--- src/rtl/ssr_pkg.sv ---
// Shared types for the serial stream channel router.
// Assumes four channels, indexed D=0, C=1, B1=2, B2=3.
package ssr_pkg;

    typedef enum logic [1:0] {
        CH_D  = 2'd0,
        CH_C  = 2'd1,
        CH_B1 = 2'd2,
        CH_B2 = 2'd3
    } chan_e;

    typedef struct packed {
        logic single;   // all channels on the data stream
        logic c_first;  // C precedes D on the control stream
        logic silent;   // both output enables forced low
    } route_t;

    typedef struct packed {
        logic  used;
        chan_e ch;
    } owner_t;

    localparam logic [2:0] MODE_SILENT = 3'd7;

    // Turn the 3-bit mode code into routing flags, applying the restrictions.
    function automatic route_t decode_mode(input logic [2:0] mode);
        route_t r;
        r.silent  = (mode == MODE_SILENT);
        r.single  = mode[0] & ~mode[2];
        r.c_first = mode[1] & ~mode[0] & ~mode[2];
        return r;
    endfunction

    // Which channel, if any, owns a slot of the given stream.
    function automatic owner_t slot_owner(input route_t r, input logic data_stream,
                                          input int unsigned slot);
        owner_t o;
        chan_e  first;
        chan_e  second;
        first  = r.c_first ? CH_C : CH_D;
        second = r.c_first ? CH_D : CH_C;
        o.used = 1'b0;
        o.ch   = CH_D;
        if (data_stream) begin
            if (r.single && slot == 0) begin
                o.used = 1'b1; o.ch = first;
            end else if (r.single && slot == 1) begin
                o.used = 1'b1; o.ch = second;
            end else if (slot == 2) begin
                o.used = 1'b1; o.ch = CH_B1;
            end else if (slot == 3) begin
                o.used = 1'b1; o.ch = CH_B2;
            end
        end else if (!r.single) begin
            if (slot == 0) begin
                o.used = 1'b1; o.ch = first;
            end else if (slot == 1) begin
                o.used = 1'b1; o.ch = second;
            end
        end
        return o;
    endfunction

endpackage

--- src/rtl/ssr_timebase.sv ---
// Frame timebase: cascaded phase, bit and slot counters restarted by the
// active-low frame pulse and free-running otherwise.
// Assumes frame_n is synchronous to clk and one clock wide.
module ssr_timebase #(
    parameter int SLOTS        = 32,
    parameter int SLOT_BITS    = 8,
    parameter int CLKS_PER_BIT = 2,
    localparam int SLOT_W = $clog2(SLOTS),
    localparam int BIT_W  = $clog2(SLOT_BITS),
    localparam int PH_W   = (CLKS_PER_BIT > 1) ? $clog2(CLKS_PER_BIT) : 1
) (
    input  logic              clk,
    input  logic              rst_n,
    input  logic              frame_n,
    output logic              synced,
    output logic [SLOT_W-1:0] slot_idx,
    output logic [BIT_W-1:0]  bit_idx,
    output logic              sample_now,
    output logic              slot_end
);
    localparam logic [PH_W-1:0]   LAST_PH   = PH_W'(CLKS_PER_BIT - 1);
    localparam logic [BIT_W-1:0]  LAST_BIT  = BIT_W'(SLOT_BITS - 1);
    localparam logic [SLOT_W-1:0] LAST_SLOT = SLOT_W'(SLOTS - 1);

    logic [PH_W-1:0] phase;

    // Advance the position counters; a frame pulse restarts them at slot 0.
    always_ff @(posedge clk) begin
        if (!rst_n) begin
            phase    <= '0;
            bit_idx  <= '0;
            slot_idx <= '0;
            synced   <= 1'b0;
        end else if (!frame_n) begin
            phase    <= '0;
            bit_idx  <= '0;
            slot_idx <= '0;
            synced   <= 1'b1;
        end else if (phase == LAST_PH) begin
            phase <= '0;
            if (bit_idx == LAST_BIT) begin
                bit_idx  <= '0;
                slot_idx <= (slot_idx == LAST_SLOT) ? '0 : slot_idx + 1'b1;
            end else begin
                bit_idx <= bit_idx + 1'b1;
            end
        end else begin
            phase <= phase + 1'b1;
        end
    end

    // Sample strobe on the last clock of each bit, once aligned.
    always_comb begin
        sample_now = synced && (phase == LAST_PH);
        slot_end   = sample_now && (bit_idx == LAST_BIT);
    end

    a_r2_pulse_restart: assert property (@(posedge clk) disable iff (!rst_n)
        !frame_n |=> (slot_idx == '0 && bit_idx == '0 && phase == '0));

    a_r2_frame_wrap: assert property (@(posedge clk) disable iff (!rst_n)
        (frame_n && slot_idx == LAST_SLOT && bit_idx == LAST_BIT && phase == LAST_PH)
        |=> (slot_idx == '0 && bit_idx == '0));

endmodule

--- src/rtl/ssr_lane.sv ---
// One serial stream lane: drives the owned slot bits from the transmit
// holding bytes and assembles received bytes for the owning channel.
// Assumes SLOT_BITS >= 3 and routing held steady within a slot.
module ssr_lane
    import ssr_pkg::*;
#(
    parameter int   SLOT_BITS = 8,
    parameter int   SLOT_W    = 5,
    parameter int   BIT_W     = 3,
    parameter logic IS_DATA   = 1'b1
) (
    input  logic                       clk,
    input  logic                       rst_n,
    input  route_t                     route,
    input  logic                       synced,
    input  logic [SLOT_W-1:0]          slot_idx,
    input  logic [BIT_W-1:0]           bit_idx,
    input  logic                       sample_now,
    input  logic                       slot_end,
    input  logic [3:0][SLOT_BITS-1:0]  tx_bytes,
    input  logic                       ser_in,
    output logic                       ser_out,
    output logic                       ser_oe,
    output logic                       rx_wr,
    output chan_e                      rx_ch,
    output logic [SLOT_BITS-1:0]       rx_byte
);
    localparam logic [BIT_W-1:0] TOP_BIT = BIT_W'(SLOT_BITS - 1);

    owner_t               owner;
    logic [SLOT_BITS-1:0] cur_byte;
    logic [SLOT_BITS-2:0] shreg;

    // Select the owner of the current slot and the bit to send.
    always_comb begin
        owner    = slot_owner(route, IS_DATA, 32'(slot_idx));
        cur_byte = tx_bytes[owner.ch];
        ser_oe   = synced && owner.used && !route.silent;
        ser_out  = ser_oe ? cur_byte[TOP_BIT - bit_idx] : 1'b1;
        rx_byte  = {shreg, ser_in};
        rx_wr    = slot_end && owner.used;
        rx_ch    = owner.ch;
    end

    // Shift in received bits of owned slots, most significant first.
    always_ff @(posedge clk) begin
        if (!rst_n) begin
            shreg <= '0;
        end else if (sample_now && owner.used) begin
            shreg <= {shreg[SLOT_BITS-3:0], ser_in};
        end
    end

    a_r9_enable_needs_owner: assert property (@(posedge clk) disable iff (!rst_n)
        ser_oe |-> (32'(slot_idx) < 4));

endmodule

--- src/rtl/serial_chan_router.sv ---
// Serial stream channel router top: maps D, C, B1 and B2 onto a control and
// a data time-division stream in both directions according to the mode.
// Assumes frame_n arrives once per frame and mode changes only near a pulse.
module serial_chan_router
    import ssr_pkg::*;
#(
    parameter int SLOTS        = 32,
    parameter int SLOT_BITS    = 8,
    parameter int CLKS_PER_BIT = 2
) (
    input  logic                 clk,
    input  logic                 rst_n,
    input  logic                 frame_n,
    input  logic [2:0]           mode,
    input  logic [SLOT_BITS-1:0] tx_dch,
    input  logic [SLOT_BITS-1:0] tx_cch,
    input  logic [SLOT_BITS-1:0] tx_b1,
    input  logic [SLOT_BITS-1:0] tx_b2,
    output logic [SLOT_BITS-1:0] rx_dch,
    output logic [SLOT_BITS-1:0] rx_cch,
    output logic [SLOT_BITS-1:0] rx_b1,
    output logic [SLOT_BITS-1:0] rx_b2,
    input  logic                 data_sin,
    input  logic                 ctrl_sin,
    output logic                 data_sout,
    output logic                 data_soe,
    output logic                 ctrl_sout,
    output logic                 ctrl_soe
);
    localparam int SLOT_W = $clog2(SLOTS);
    localparam int BIT_W  = $clog2(SLOT_BITS);
    localparam int LANES  = 2;   // 0 = control stream, 1 = data stream

    logic                       synced;
    logic [SLOT_W-1:0]          slot_idx;
    logic [BIT_W-1:0]           bit_idx;
    logic                       sample_now;
    logic                       slot_end;
    route_t                     route;
    logic [3:0][SLOT_BITS-1:0]  tx_hold;
    logic [3:0][SLOT_BITS-1:0]  staging;
    logic [3:0][SLOT_BITS-1:0]  rx_hold;

    logic [LANES-1:0]           lane_in;
    logic [LANES-1:0]           lane_out;
    logic [LANES-1:0]           lane_oe;
    logic [LANES-1:0]           lane_wr;
    chan_e                      lane_ch   [LANES];
    logic [SLOT_BITS-1:0]       lane_byte [LANES];

    ssr_timebase #(
        .SLOTS(SLOTS), .SLOT_BITS(SLOT_BITS), .CLKS_PER_BIT(CLKS_PER_BIT)
    ) i_timebase (
        .clk(clk), .rst_n(rst_n), .frame_n(frame_n), .synced(synced),
        .slot_idx(slot_idx), .bit_idx(bit_idx),
        .sample_now(sample_now), .slot_end(slot_end)
    );

    // Decode the routing and map lanes onto the serial pins.
    always_comb begin
        route      = decode_mode(mode);
        lane_in    = {data_sin, ctrl_sin};
        ctrl_sout  = lane_out[0];
        ctrl_soe   = lane_oe[0];
        data_sout  = lane_out[1];
        data_soe   = lane_oe[1];
        rx_dch     = rx_hold[CH_D];
        rx_cch     = rx_hold[CH_C];
        rx_b1      = rx_hold[CH_B1];
        rx_b2      = rx_hold[CH_B2];
    end

    for (genvar l = 0; l < LANES; l++) begin : g_lane
        ssr_lane #(
            .SLOT_BITS(SLOT_BITS), .SLOT_W(SLOT_W), .BIT_W(BIT_W),
            .IS_DATA(l == 1)
        ) i_lane (
            .clk(clk), .rst_n(rst_n), .route(route), .synced(synced),
            .slot_idx(slot_idx), .bit_idx(bit_idx),
            .sample_now(sample_now), .slot_end(slot_end),
            .tx_bytes(tx_hold), .ser_in(lane_in[l]),
            .ser_out(lane_out[l]), .ser_oe(lane_oe[l]),
            .rx_wr(lane_wr[l]), .rx_ch(lane_ch[l]), .rx_byte(lane_byte[l])
        );
    end

    // Latch transmit bytes and publish received bytes on each frame pulse.
    always_ff @(posedge clk) begin
        if (!rst_n) begin
            tx_hold <= '0;
            rx_hold <= '0;
        end else if (!frame_n) begin
            tx_hold <= {tx_b2, tx_b1, tx_cch, tx_dch};
            rx_hold <= staging;
        end
    end

    // Store each completed received byte under its owning channel.
    always_ff @(posedge clk) begin
        if (!rst_n) begin
            staging <= '0;
        end else begin
            for (int l = 0; l < LANES; l++) begin
                if (lane_wr[l]) staging[lane_ch[l]] <= lane_byte[l];
            end
        end
    end

    a_r1_quiet_until_sync: assert property (@(posedge clk) disable iff (!rst_n)
        !synced |-> (!data_soe && !ctrl_soe));

    a_r8_silent_mode: assert property (@(posedge clk) disable iff (!rst_n)
        (mode == 3'd7) |-> (!data_soe && !ctrl_soe));

    a_r5_single_ctrl_off: assert property (@(posedge clk) disable iff (!rst_n)
        (mode == 3'd1 || mode == 3'd3) |-> !ctrl_soe);

    a_r9_late_slots_off: assert property (@(posedge clk) disable iff (!rst_n)
        (32'(slot_idx) >= 4) |-> (!data_soe && !ctrl_soe));

    a_r3_tx_hold_steady: assert property (@(posedge clk) disable iff (!rst_n)
        frame_n |=> $stable(tx_hold));

    a_r10_rx_hold_steady: assert property (@(posedge clk) disable iff (!rst_n)
        frame_n |=> $stable(rx_hold));

endmodule

--- config.mk ---
export PLATFORM = sky130hd
export DESIGN_NAME = serial_chan_router
export DESIGN_NICKNAME = d
export VERILOG_FILES = /design/src/rtl/ssr_pkg.sv /design/src/rtl/ssr_timebase.sv /design/src/rtl/ssr_lane.sv /design/src/rtl/serial_chan_router.sv
export SDC_FILE = /design/constraint.sdc
export NUM_CORES = 1
export LEC_CHECK = 0
export BUFFER_PORTS_ARGS = -buffer_cell sky130_fd_sc_hd__clkbuf_2
export CORE_ASPECT_RATIO = 1.2
export CORE_UTILIZATION = 45
export CTS_BUF_LIST = sky130_fd_sc_hd__clkbuf_2 sky130_fd_sc_hd__clkbuf_4 sky130_fd_sc_hd__clkbuf_8
export CTS_CLUSTER_DIAMETER = 80
export DETAILED_ROUTE_END_ITERATION = 16
export PLACE_DENSITY = 0.67
export SLEW_MARGIN = 30
export SYNTH_ARGS = -nofsm -noshare
export SYNTH_HDL_FRONTEND = slang
export SYNTH_SLANG_ARGS = --single-unit
--- constraint.sdc ---
create_clock -name clk -period 5.76 [get_ports clk]
set_input_delay 0.864 -clock clk [delete_from_list [all_inputs] [get_ports clk]]
set_output_delay 0.864 -clock clk [all_outputs]
set_load 0.1 [all_outputs]
==> run summary <==
In this run, post-CTS repair resized a total of 0 instances. The tools report the hold slack as 0.519 ns. Clock-pin slew was measured on the worst setup and hold paths at 0.07 ns. The total global routing track utilization was 0.203; the area inside the core boundary was 11,600 µm². The post-synthesis net count is 578, and the maximum number of buffers from clock root to sink is 2. At the pin with the least slew margin, the transition time is 0.889 ns.

The cell with the most instances after synthesis is dfxtp_1. The share of the synthesized area in the top cell type is 0.448, and the total number of clock tree sinks is 120. After filler insertion, the fill cell instance count of the layout stands at 1,084. The number of enable-type register cells in the synthesized netlist was 0; the share of the clock period used by the worst path was 0.733. Headroom to the max-slew limit: 0.403. The count of cell types in the netlist came out at 47. The count of buffers added on input and output ports is 75. The die covers 12,300 µm².

The number of remaining DRC errors was 0; the source-to-sink clock delay at the later pin of the worst-skew pair was 0.43 ns. The worst setup path is of the reg2out kind. The endpoint identified for the worst register-to-register timing path is staging[14]$_SDFF_PN0_.

The tools report the total routed wirelength as 11.9 mm. The final max-slew violation count is 0, and the synthesis-to-layout area growth is 16.9%. Setup repair after global routing left no endpoint under its margin. The total number of vias is 4,080, and the final-report setup violation count is 0. The path category of the worst min-delay check was reg2reg. For this run the aggregate overflow at the end of global routing stands at 0. Final clock skew: 0.00971 ns.

For this block, the initial DRC count from the detailed router was 130. The starting density of the core is 0.463. The share of final-layout standard cells stronger than drive strength 1 is 0.199, and the buffers inserted during post-CTS setup optimization is 0. For the leakage power summed over all cells, the log shows 2.61 nW. Share of async-settable or async-resettable flops after synthesis: 0. TritonCTS built the clock tree.

The first global-routing pass estimated 19.1 mm of wire. Dividing the synthesized area by the synthesized cell count gives 10.1 µm². The run finished with clean final reports. Number of max-cap violations: 0. After detailed routing, the average wire length per cell comes to 15.5 µm. The worst hold path terminates at rx_b1[2]$_SDFFE_PN0N_. The last weighted congestion value of the routability-driven placer is 0.894. The worst path needs 4.22 ns of the cycle, external delays included. The run gives 0.541 as the end-of-flow core utilization. For the placement-stage worst setup slack, the log shows 1.83 ns. By area the synthesized netlist is led by dfxtp_1, mux2i_1, nor2b_1, o21ai_0, a21oi_1.

Entering global routing, the biggest net connects 62 pins. Final count of hold timing violations: 0. The maximum net fanout on the critical path is 8, and the row count is 43. Leading register cell type out of synthesis: dfxtp_1. Counting instances in the post-synthesis netlist gives the leading cell types as dfxtp_1, mux2i_1, nor2b_1. Setup slack closes at 1.54 ns. In this run the critical register-to-register path is launched from i_timebase.slot_idx[0]$_SDFFE_PN0P_. The multi-input combinational cells in the finished layout cover a total of 2770 µm².

Setup total negative slack on the finished layout was measured at 0 ns. Across the whole layout, storage elements account for 2400 µm². The reg2reg setup slack is 2.81 ns.

During synthesis, Yosys emitted a total of 0 warnings. The mean number of vias per cell was 5.34. The synthesized netlist occupies a cell area of 5360 µm². The required time of the critical path is 4.90 ns, and the post-synthesis sequential element count is 120. Buffers inserted to repair hold after CTS numbered 0.

After technology mapping, the gate count stands at 531. At the end of the flow, the number of nets in the layout was 641. The number of global-route vias before repair was 3,907.

The die extent in x works out to 102 µm. The run gives 76 as the top-level port count. The share of synthesized area occupied by flip-flops and latches is 0.448, and the largest voltage drop on the vdd net is 0.000163 V.

For the worst flop-to-flop path, the logic depth is 7. The arrival time at the worst endpoint was 3.36 ns. The worst setup path is launched from a register.

The tree is rooted in a clkbuf_8. The tools report the post-detailed-route count of antenna-violating nets as 0. In this run the power density over the cells is 288 nW/µm². The tools report the post-detailed-placement half-perimeter wirelength as 8.35 mm. The start point of the worst hold path was staging[18]$_SDFFE_PN0P_. The height of the die is 122 µm, and the length of the first detailed-routing pass in iterations is 5.

The clock tree synthesis step divided the H-tree into 4 levels. The worst setup path is captured at an output port. 0 antenna diodes ended up in the layout. The number of buffers added by the clock tree synthesis step is 17, and the upper clock frequency limit is 0.237 GHz.

The leading area contributor after synthesis was dfxtp_1. The initial antenna violation count was 0. The hold-critical path depth works out to 2.
-- metal layers --
metal | track usage | up-vias | routed length (µm)
met5 | 0 | - | 0
met2 | 0.340 | 126 | 5890
met3 | 0.0507 | 27 | 542
met1 | 0.240 | 1923 | 5120
li1 | - | 2004 | -
met4 | 0.0978 | 0 | 316
-- layout by cell type (no fill, tap or decap), types with 8 or more instances in the layout --
cell type / instances
dfxtp_1: 120
o21ai_0: 26
a21oi_1: 20
nor2_1: 15
a21boi_0: 10
inv_1: 8
a32oi_1: 8
clkbuf_8: 19
mux2i_1: 108
nor2b_1: 89
nand2_1: 24
clkbuf_2: 74
-- how the worst max path moves through the flow --
stage	depth (start not counted)	slack [ns]	startpoint	to
2_1_floorplan	6	0.57	i_timebase.slot_idx[4]$_SDFFE_PN0P_	ctrl_sout
3_3_place_gp	8	1.92	mode[0]	ctrl_sout
3_5_place_dp	8	1.83	mode[2]	data_sout
4_1_cts	9	1.56	i_timebase.slot_idx[0]$_SDFFE_PN0P_	data_sout
5_1_grt	9	1.26	i_timebase.slot_idx[0]$_SDFFE_PN0P_	data_sout
6_report	9	1.54	i_timebase.slot_idx[0]$_SDFFE_PN0P_	data_sout
-- cell type report --
cell class | count | share of cell area
Sequential cell | 120 | 0.384
Clock buffer | 20 | 0.0429
Multi-Input combinational cell | 369 | 0.443
Clock inverter | 12 | 0.0276
Inverter | 8 | 0.00479
Tap cell | 157 | 0.0314
Timing Repair Buffer | 78 | 0.0671
-- stage by stage --
stage / area [µm²] / power (mW) / std cells
4_1_cts: 6240 / 1.82 / 763
5_1_grt: 6260 / 1.87 / 764
6_report: 6260 / 1.80 / 764
3_3_place_gp: 5790 / 0.986 / 731
3_5_place_dp: 5790 / 0.989 / 731
2_1_floorplan: 5360 / 0.954 / 531
-- worst max-delay path, stage by stage (launching register included) --
cell and delay, ns:
dfxtp_1 0.45, inv_1 0.10, ha_1 0.30, nor4bb_1 0.77
and2_1 0.33, a221oi_1 0.10, o21ai_0 0.10, and3_1 0.16
nand4bb_1 0.14, clkbuf_2 0.48
-- report_power, final --
group          internal (mW)  switching [mW]
Combinational         0.0529          0.0598
Clock                  0.498           0.331
Sequential             0.844          0.0153
Total                   1.40           0.406
-- cells by family after synthesis --
| group | count (synthesis) | share of synthesized area |
|---|---|---|
| compound gates | 87 | 0.106 |
| fa+ha+maj | 7 | 0.0164 |
| mux | 111 | 0.212 |
| flops | 120 | 0.448 |
| buf+inv | 42 | 0.0339 |
| simple gates | 164 | 0.183 |
-- flip-flops by register name (all words and copies together) (netlist names), 3 cells and up --
register             flops
tx_hold                 32
rx_dch                   8
rx_b2                    8
rx_b1                    8
g_lane.i_lane.shreg     14
rx_cch                   8
i_timebase.slot_idx      5
i_timebase.bit_idx       3
staging                 32
(Power assumes the default switching activity.)
